<file path="src/rtl/pic_pkg.sv">
package pic_pkg;
    localparam int N_CH   = 9;
    localparam int IDX_W  = $clog2(N_CH + 1);
    localparam int N_PAIR = (N_CH + 1) / 2;
    localparam int FLD_W  = 2;
    localparam int LVL_W  = FLD_W + 1;
    localparam int DW     = 8;
    localparam int AW     = 3;

    typedef enum logic [1:0] {
        CH_IDLE,
        CH_PEND,
        CH_PEND_OVR,
        CH_OVR_HELD
    } ch_state_e;

    typedef enum logic [AW-1:0] {
        A_PEND_LO = 3'd0,
        A_OVR_LO  = 3'd1,
        A_MASK_LO = 3'd2,
        A_EDGE_LO = 3'd3,
        A_HI      = 3'd4,
        A_PRIO    = 3'd5,
        A_VEC     = 3'd6
    } reg_addr_e;
endpackage

</file>
<file path="src/rtl/pic_chan.sv">
module pic_chan
    import pic_pkg::*;
(
    input  logic clk,
    input  logic rst_n,
    input  logic line_in,
    input  logic rise_sel,
    input  logic ack_hit,
    input  logic ovr_clr,
    output logic pend,
    output logic ovr
);
    logic      line_q;
    logic      ev;
    ch_state_e st_q, st_d;

    assign ev = rise_sel ? (line_in & ~line_q) : (~line_in & line_q);

    always_ff @(posedge clk or negedge rst_n) begin
        if (!rst_n) begin
            line_q <= 1'b0;
            st_q   <= CH_IDLE;
        end else begin
            line_q <= line_in;
            st_q   <= st_d;
        end
    end

    always_comb begin
        st_d = st_q;
        unique case (st_q)
            CH_IDLE: begin
                if (ev) st_d = CH_PEND;
            end
            CH_PEND: begin
                if (ev && !ack_hit)      st_d = CH_PEND_OVR;
                else if (!ev && ack_hit) st_d = CH_IDLE;
            end
            CH_PEND_OVR: begin
                if (ev)                        st_d = CH_PEND_OVR;
                else if (ack_hit && ovr_clr)   st_d = CH_IDLE;
                else if (ack_hit)              st_d = CH_OVR_HELD;
                else if (ovr_clr)              st_d = CH_PEND;
            end
            CH_OVR_HELD: begin
                if (ev)           st_d = CH_PEND_OVR;
                else if (ovr_clr) st_d = CH_IDLE;
            end
            default: st_d = CH_IDLE;
        endcase
    end

    always_comb begin
        pend = 1'b0;
        ovr  = 1'b0;
        unique case (st_q)
            CH_IDLE:     begin pend = 1'b0; ovr = 1'b0; end
            CH_PEND:     begin pend = 1'b1; ovr = 1'b0; end
            CH_PEND_OVR: begin pend = 1'b1; ovr = 1'b1; end
            CH_OVR_HELD: begin pend = 1'b0; ovr = 1'b1; end
            default:     begin pend = 1'b0; ovr = 1'b0; end
        endcase
    end

    p_edge_sets_r2: assert property (@(posedge clk) disable iff (!rst_n)
        ev |=> pend);
    p_ack_clears_r9: assert property (@(posedge clk) disable iff (!rst_n)
        (ack_hit && !ev && pend) |=> !pend);
    p_ovr_set_r10: assert property (@(posedge clk) disable iff (!rst_n)
        (ev && pend && !ack_hit) |=> ovr);
    p_ovr_sticky_r10: assert property (@(posedge clk) disable iff (!rst_n)
        (ovr && !ovr_clr) |=> ovr);
endmodule

</file>
<file path="src/rtl/pic_arbiter.sv">
module pic_arbiter
    import pic_pkg::*;
(
    input  logic [N_CH-1:0]         req,
    input  logic [N_PAIR*FLD_W-1:0] fields,
    output logic                    any_req,
    output logic [IDX_W-1:0]        win_idx
);
    logic [LVL_W-1:0] lvl [N_CH];

    for (genvar g = 0; g < N_CH; g++) begin : g_lvl
        assign lvl[g] = {fields[(g/2)*FLD_W +: FLD_W], ((g % 2) == 1)};
    end

    always_comb begin
        logic             found;
        logic [LVL_W-1:0] best;
        found   = 1'b0;
        best    = '0;
        win_idx = '0;
        for (int i = 0; i < N_CH; i++) begin
            if (req[i] && (!found || (lvl[i] > best))) begin
                found   = 1'b1;
                best    = lvl[i];
                win_idx = IDX_W'(i);
            end
        end
        any_req = found;
    end
endmodule

</file>
<file path="src/rtl/pic_regs.sv">
module pic_regs
    import pic_pkg::*;
(
    input  logic                    clk,
    input  logic                    rst_n,
    input  logic                    wr,
    input  logic [AW-1:0]           addr,
    input  logic [DW-1:0]           wdata,
    output logic [DW-1:0]           rdata,
    input  logic [N_CH-1:0]         pend,
    input  logic [N_CH-1:0]         ovr,
    input  logic [DW-1:0]           vector,
    output logic [N_CH-1:0]         mask,
    output logic [N_CH-1:0]         rise_sel,
    output logic [N_PAIR*FLD_W-1:0] fields,
    output logic [2:0]              vec_base,
    output logic [N_CH-1:0]         ovr_clr
);
    always_ff @(posedge clk or negedge rst_n) begin
        if (!rst_n) begin
            mask     <= '0;
            rise_sel <= '1;
            fields   <= '0;
            vec_base <= '0;
        end else if (wr) begin
            unique case (addr)
                A_MASK_LO: mask[7:0]     <= wdata;
                A_EDGE_LO: rise_sel[7:0] <= wdata;
                A_HI: begin
                    mask[8]     <= wdata[2];
                    rise_sel[8] <= wdata[3];
                    fields[9:8] <= wdata[5:4];
                end
                A_PRIO: fields[7:0] <= wdata;
                A_VEC:  vec_base    <= wdata[7:5];
                default: ;
            endcase
        end
    end

    always_comb begin
        ovr_clr = '0;
        if (wr && addr == A_OVR_LO) ovr_clr[7:0] = ~wdata;
        if (wr && addr == A_HI)     ovr_clr[8]   = ~wdata[1];
    end

    always_comb begin
        unique case (addr)
            A_PEND_LO: rdata = pend[7:0];
            A_OVR_LO:  rdata = ovr[7:0];
            A_MASK_LO: rdata = mask[7:0];
            A_EDGE_LO: rdata = rise_sel[7:0];
            A_HI:      rdata = {2'b00, fields[9:8], rise_sel[8], mask[8], ovr[8], pend[8]};
            A_PRIO:    rdata = fields[7:0];
            A_VEC:     rdata = vector;
            default:   rdata = '0;
        endcase
    end
endmodule

</file>
<file path="src/rtl/pair_prio_irq_ctrl.sv">
module pair_prio_irq_ctrl
    import pic_pkg::*;
(
    input  logic             clk,
    input  logic             rst_n,
    input  logic [8:0]       irq_in,
    input  logic             reg_wr,
    input  logic [2:0]       reg_addr,
    input  logic [7:0]       reg_wdata,
    output logic [7:0]       reg_rdata,
    input  logic             ack_valid,
    input  logic [3:0]       ack_index,
    output logic             irq_req,
    output logic [7:0]       vector_out
);
    logic [N_CH-1:0]         pend, ovr, mask, rise_sel, ovr_clr;
    logic [N_PAIR*FLD_W-1:0] fields;
    logic [2:0]              vec_base;
    logic [IDX_W-1:0]        win_idx;

    for (genvar g = 0; g < N_CH; g++) begin : g_ch
        pic_chan u_chan (
            .clk      (clk),
            .rst_n    (rst_n),
            .line_in  (irq_in[g]),
            .rise_sel (rise_sel[g]),
            .ack_hit  (ack_valid && (ack_index == IDX_W'(g))),
            .ovr_clr  (ovr_clr[g]),
            .pend     (pend[g]),
            .ovr      (ovr[g])
        );
    end

    pic_arbiter u_arb (
        .req     (pend & mask),
        .fields  (fields),
        .any_req (irq_req),
        .win_idx (win_idx)
    );

    assign vector_out = {vec_base, win_idx, 1'b0};

    pic_regs u_regs (
        .clk      (clk),
        .rst_n    (rst_n),
        .wr       (reg_wr),
        .addr     (reg_addr),
        .wdata    (reg_wdata),
        .rdata    (reg_rdata),
        .pend     (pend),
        .ovr      (ovr),
        .vector   (vector_out),
        .mask     (mask),
        .rise_sel (rise_sel),
        .fields   (fields),
        .vec_base (vec_base),
        .ovr_clr  (ovr_clr)
    );

    logic [15:0] req_pad;
    assign req_pad = {7'b0, pend & mask};

    p_vec_valid_r8: assert property (@(posedge clk) disable iff (!rst_n)
        irq_req |-> req_pad[win_idx]);
    p_vec_idle_r8: assert property (@(posedge clk) disable iff (!rst_n)
        !irq_req |-> (vector_out[4:0] == 5'd0));
endmodule

</file>
<file path="config.mk">
export PLATFORM = sky130hd
export DESIGN_NAME = pair_prio_irq_ctrl
export DESIGN_NICKNAME = d
export VERILOG_FILES = /design/src/rtl/pic_pkg.sv /design/src/rtl/pic_chan.sv /design/src/rtl/pic_arbiter.sv /design/src/rtl/pic_regs.sv /design/src/rtl/pair_prio_irq_ctrl.sv
export SDC_FILE = /design/constraint.sdc
export NUM_CORES = 1
export LEC_CHECK = 0
export BUFFER_PORTS_ARGS = -buffer_cell sky130_fd_sc_hd__buf_2
export CORE_MARGIN = 2
export CORE_UTILIZATION = 45
export CTS_CLUSTER_DIAMETER = 100
export DETAILED_ROUTE_END_ITERATION = 12
export PLACE_DENSITY_LB_ADDON = 0.25
export SYNTH_ARGS = -nofsm -noshare
export SYNTH_HDL_FRONTEND = slang
export SYNTH_HIERARCHICAL = 1
export SYNTH_SLANG_ARGS = --single-unit
</file>
<file path="constraint.sdc">
create_clock -name clk -period 12.8 [get_ports clk]
set_input_delay 2.56 -clock clk [delete_from_list [all_inputs] [get_ports clk]]
set_output_delay 2.56 -clock clk [all_outputs]
set_load 0.02 [all_outputs]
</file>
==> flow_summary.yaml <==
run_status:
  status: "finished, final reports clean"
floorplanning:
  die_w_um: 111.7
  floorplan.rows: 39
  core_region_area_um2: 11370
  die_height_um: 111.7
  die-area_um2: 12480
  initial_core_util: 0.4592
  io_pins: 45
critical_path:
  cp-start-kind: "flop"
  worst-endpoint-arrival_ps: 9720
  cpPeakStageDelay_ps: 400
  cp_num_buf_inv: 5
  critPathMaxFanout: 8
  critical_path_required_ps: 10240
  path_class: "flop to output pin"
  reg2regPathDepth: 6
  rr_startpoint: "u_regs/rise_sel[0]"
  reg2reg_to: "g_ch[0].u_chan/st_q[1]"
  timing.critical_path.depth: 48
  timing.critical_path.to_type: "output pin"
  critical-path-slowest-cell: "sky130_fd_sc_hd__dfrtp_1"
  worst_path_most_repeated_cell: "sky130_fd_sc_hd__ha_1"
  critPathTopFamily: "compound AO/OA/AOI/OAI gates"
  setup.reg_to_reg.worst_slack_ps: 10750
  critPathLaunch: "g_ch[1].u_chan/st_q[1]"
global_route:
  grt.met2_usage: 0.3459
  grt_first_pass_wirelength_mm: 21.00
  maximum_number_of_pins_on_one_net_before_global_route_repair: 59
  grt_usage: 0.2107
  grt_met3_use: 0.03048
  gr-usage-met1: 0.2758
  grt_busiest_layer: "met2"
  gr-total-overflow: 0
  grt_pass1_vias: 4186
  antenna_found_initial: 1
detailed_routing:
  ant_nets: 0
  drt_first_pass_iters: 4
  wirelength_mm: 12.63
  remaining_drc_errors: 0
  dr.first_iter.drc_count: 205
  wl_per_cell_um: 17.97
  drt-vias-per-instance: 5.755
  total_vias_in_the_final_route: 4046
synthesis:
  synth_async_reset_ratio: 1.000
  muxShareOfSynthArea: 0.1665
  synthesized_instance_count: 505
  synth_cell_types: 64
  ys_seq_elements: 58
  synth_common_cells: "68 x sky130_fd_sc_hd__ha_1, 49 x sky130_fd_sc_hd__dfrtp_1, 45 x sky130_fd_sc_hd__inv_1"
  avgSynthCellArea_um2: 10.34
  synth.yosys.warnings: 6
  synth_top_family_by_area: "simple AND/OR/NAND/NOR gates"
  share_of_the_synthesized_area_in_compound_gates_ao_oa_aoi_oai: 0.1670
  synth-seq-area-share: 0.2801
  fraction_of_the_mapped_netlist_area_in_adder_cells: 0.1630
  syn_area_um2: 5221
  synth_top_flop_cell: "sky130_fd_sc_hd__dfrtp_1"
  post_synth_and_or_nand_nor_area_fraction: 0.1749
  synth-xor-area-share: 0
  post_synth_main_area_contributors: "sky130_fd_sc_hd__dfrtp_1 23%, sky130_fd_sc_hd__ha_1 16%, sky130_fd_sc_hd__mux2_2 6.3%, sky130_fd_sc_hd__mux2_4 5.2%, sky130_fd_sc_hd__mux2i_1 4.8%"
  most_instantiated_library_cell_after_synthesis: "sky130_fd_sc_hd__ha_1"
  synth_top_cell_area_share: 0.2348
  count_of_flip_flops_with_a_built_in_enable_after_synthesis: 0
  yosysTopAreaCell: "sky130_fd_sc_hd__dfrtp_1"
timing:
  finalHoldViolCount: 0
  period_share: 0.9594
  finalClockSkew_ps: 4.916
  slew_viol_final: 0
  fmaxAchievable_mhz: 81.43
  worst_margin_slew_ps: 777.6
  worst_hold_slack_ps: 529.7
  slew-limit-headroom: 0.4816
  report.final.setup_viol: 0
  fin_crit_ps: 12280
clocking:
  cts.hold.buffers_added: 0
  worst_setup_hold_path_clk_slew_ps: 50
  clkSinkCount: 58
  htree_levels: 3
  cts.root.buffer_cell: "sky130_fd_sc_hd__clkbuf_16"
  clock_insertion_delay_worst_skew_ps: 330
  tritoncts_clock_tree: "built"
  numCtsBuffers: 9
  clock_tree.buffer_depth: 2
final_layout:
  antenna_cells_inserted: 0
  final_nets: 651
  final_layout_size_suffix_gt1_frac: 0.3714
  post_layout_nonfiller_instances: 703
  syn2layout_area_growth_pct: 13.28
  final_core_util: 0.5202
  layout.filler_cells: 1016
power_and_ir_drop:
  worst_ir_drop_vdd_uv: 162.2
  fin_total_pwr_mw: 1.431
  power.density_cell_area_nw_per_um2: 241.9
  leakage_nw: 2.749
min_path:
  worst_hold_path_stage_count: 1
  min-delay-path-class: "flop to flop"
  hold_path_end: "u_regs/mask[4]"
  min_from: "u_regs/mask[4]"
placed_design:
  port_buffer_cells: 43
  routabilityCongestion: 0.9031
  dp_hpwl_mm: 9.470
  numPlacedInstances: 682
flow_run:
  max_cap_violations: 0
[layout by cell type, fill, tap and decap left out, drive strengths merged, types with 12 or more instances in the layout]
| master | count |
|---|---|
| nor2 | 21 |
| mux2i | 25 |
| a21o | 13 |
| ha | 68 |
| a31oi | 15 |
| inv | 45 |
| dfrtp | 49 |
| clkbuf | 14 |
| a221o | 12 |
| buf | 49 |
| nand2 | 24 |
| mux2 | 47 |
| a21oi | 25 |
| and2b | 28 |
[routing by layer]
metal,wire [um],part of all wire,up-vias
met5,7,0.00055,-
met4,408,0.032,2
met3,491,0.039,32
met2,6007,0.48,101
met1,5716,0.45,1991
li1,-,-,1920
[report_power, final]
group          switching, mW  leakage [nW]  internal [mW]
clock                 0.0813         0.143          0.146
combinational          0.479          1.91          0.429
sequential            0.0542         0.692          0.241
total                  0.614          2.75          0.816
[worst max path at each step]
stage                               to  slack (ps)
final                     reg_rdata[2]         520
after detailed placement  reg_rdata[3]         150
after floorplan           reg_rdata[3]         870
after global placement    reg_rdata[3]         530
after global routing      reg_rdata[3]         -80
after CTS                 reg_rdata[3]          70
[flip-flops by register name (all words and copies together), names as in the netlist]
signal / count
g_ch.u_chan/st_q: 18
u_regs/fields: 10
g_ch.u_chan/line_q: 9
u_regs/mask: 9
u_regs/rise_sel: 9
u_regs/vec_base: 3
[repair_timing]
| item | 4_1_cts | 5_1_grt |
|---|---|---|
| gates resized for setup | 5 | 9 |
| setup endpoints to repair | 4 | 7 |
| buffers inserted | 0 | 5 |
| pin swaps | 0 | 3 |
[logic make-up after synthesis]
logic type      Yosys count
mux                      73
buf+inv                  56
compound gates          111
flops                    58
simple gates            138
fa+ha+maj                68
other cells               1
[through the flow]
stage                     TNS (ps)  area [um2]  setup WS (ps)
final                            0        5914          520.0
after global routing        -203.1        5914         -84.70
after CTS                        0        5843          74.39
after detailed placement         0        5547          146.0
after global placement           0        5547          525.4
after floorplan                  0        5225          871.9
[area by class of cell]
class / instances / area, um2 / share of cell area
clock inverter: 2 / 10.01 / 0.001692
tap: 143 / 178.9 / 0.03025
multi-input combinational: 392 / 3560 / 0.6019
sequential: 58 / 1463 / 0.2473
clock buffer: 14 / 274.0 / 0.04633
timing repair buffer: 49 / 260.3 / 0.04400
inverter: 45 / 168.9 / 0.02856
Power figures use the tool's default switching activity.
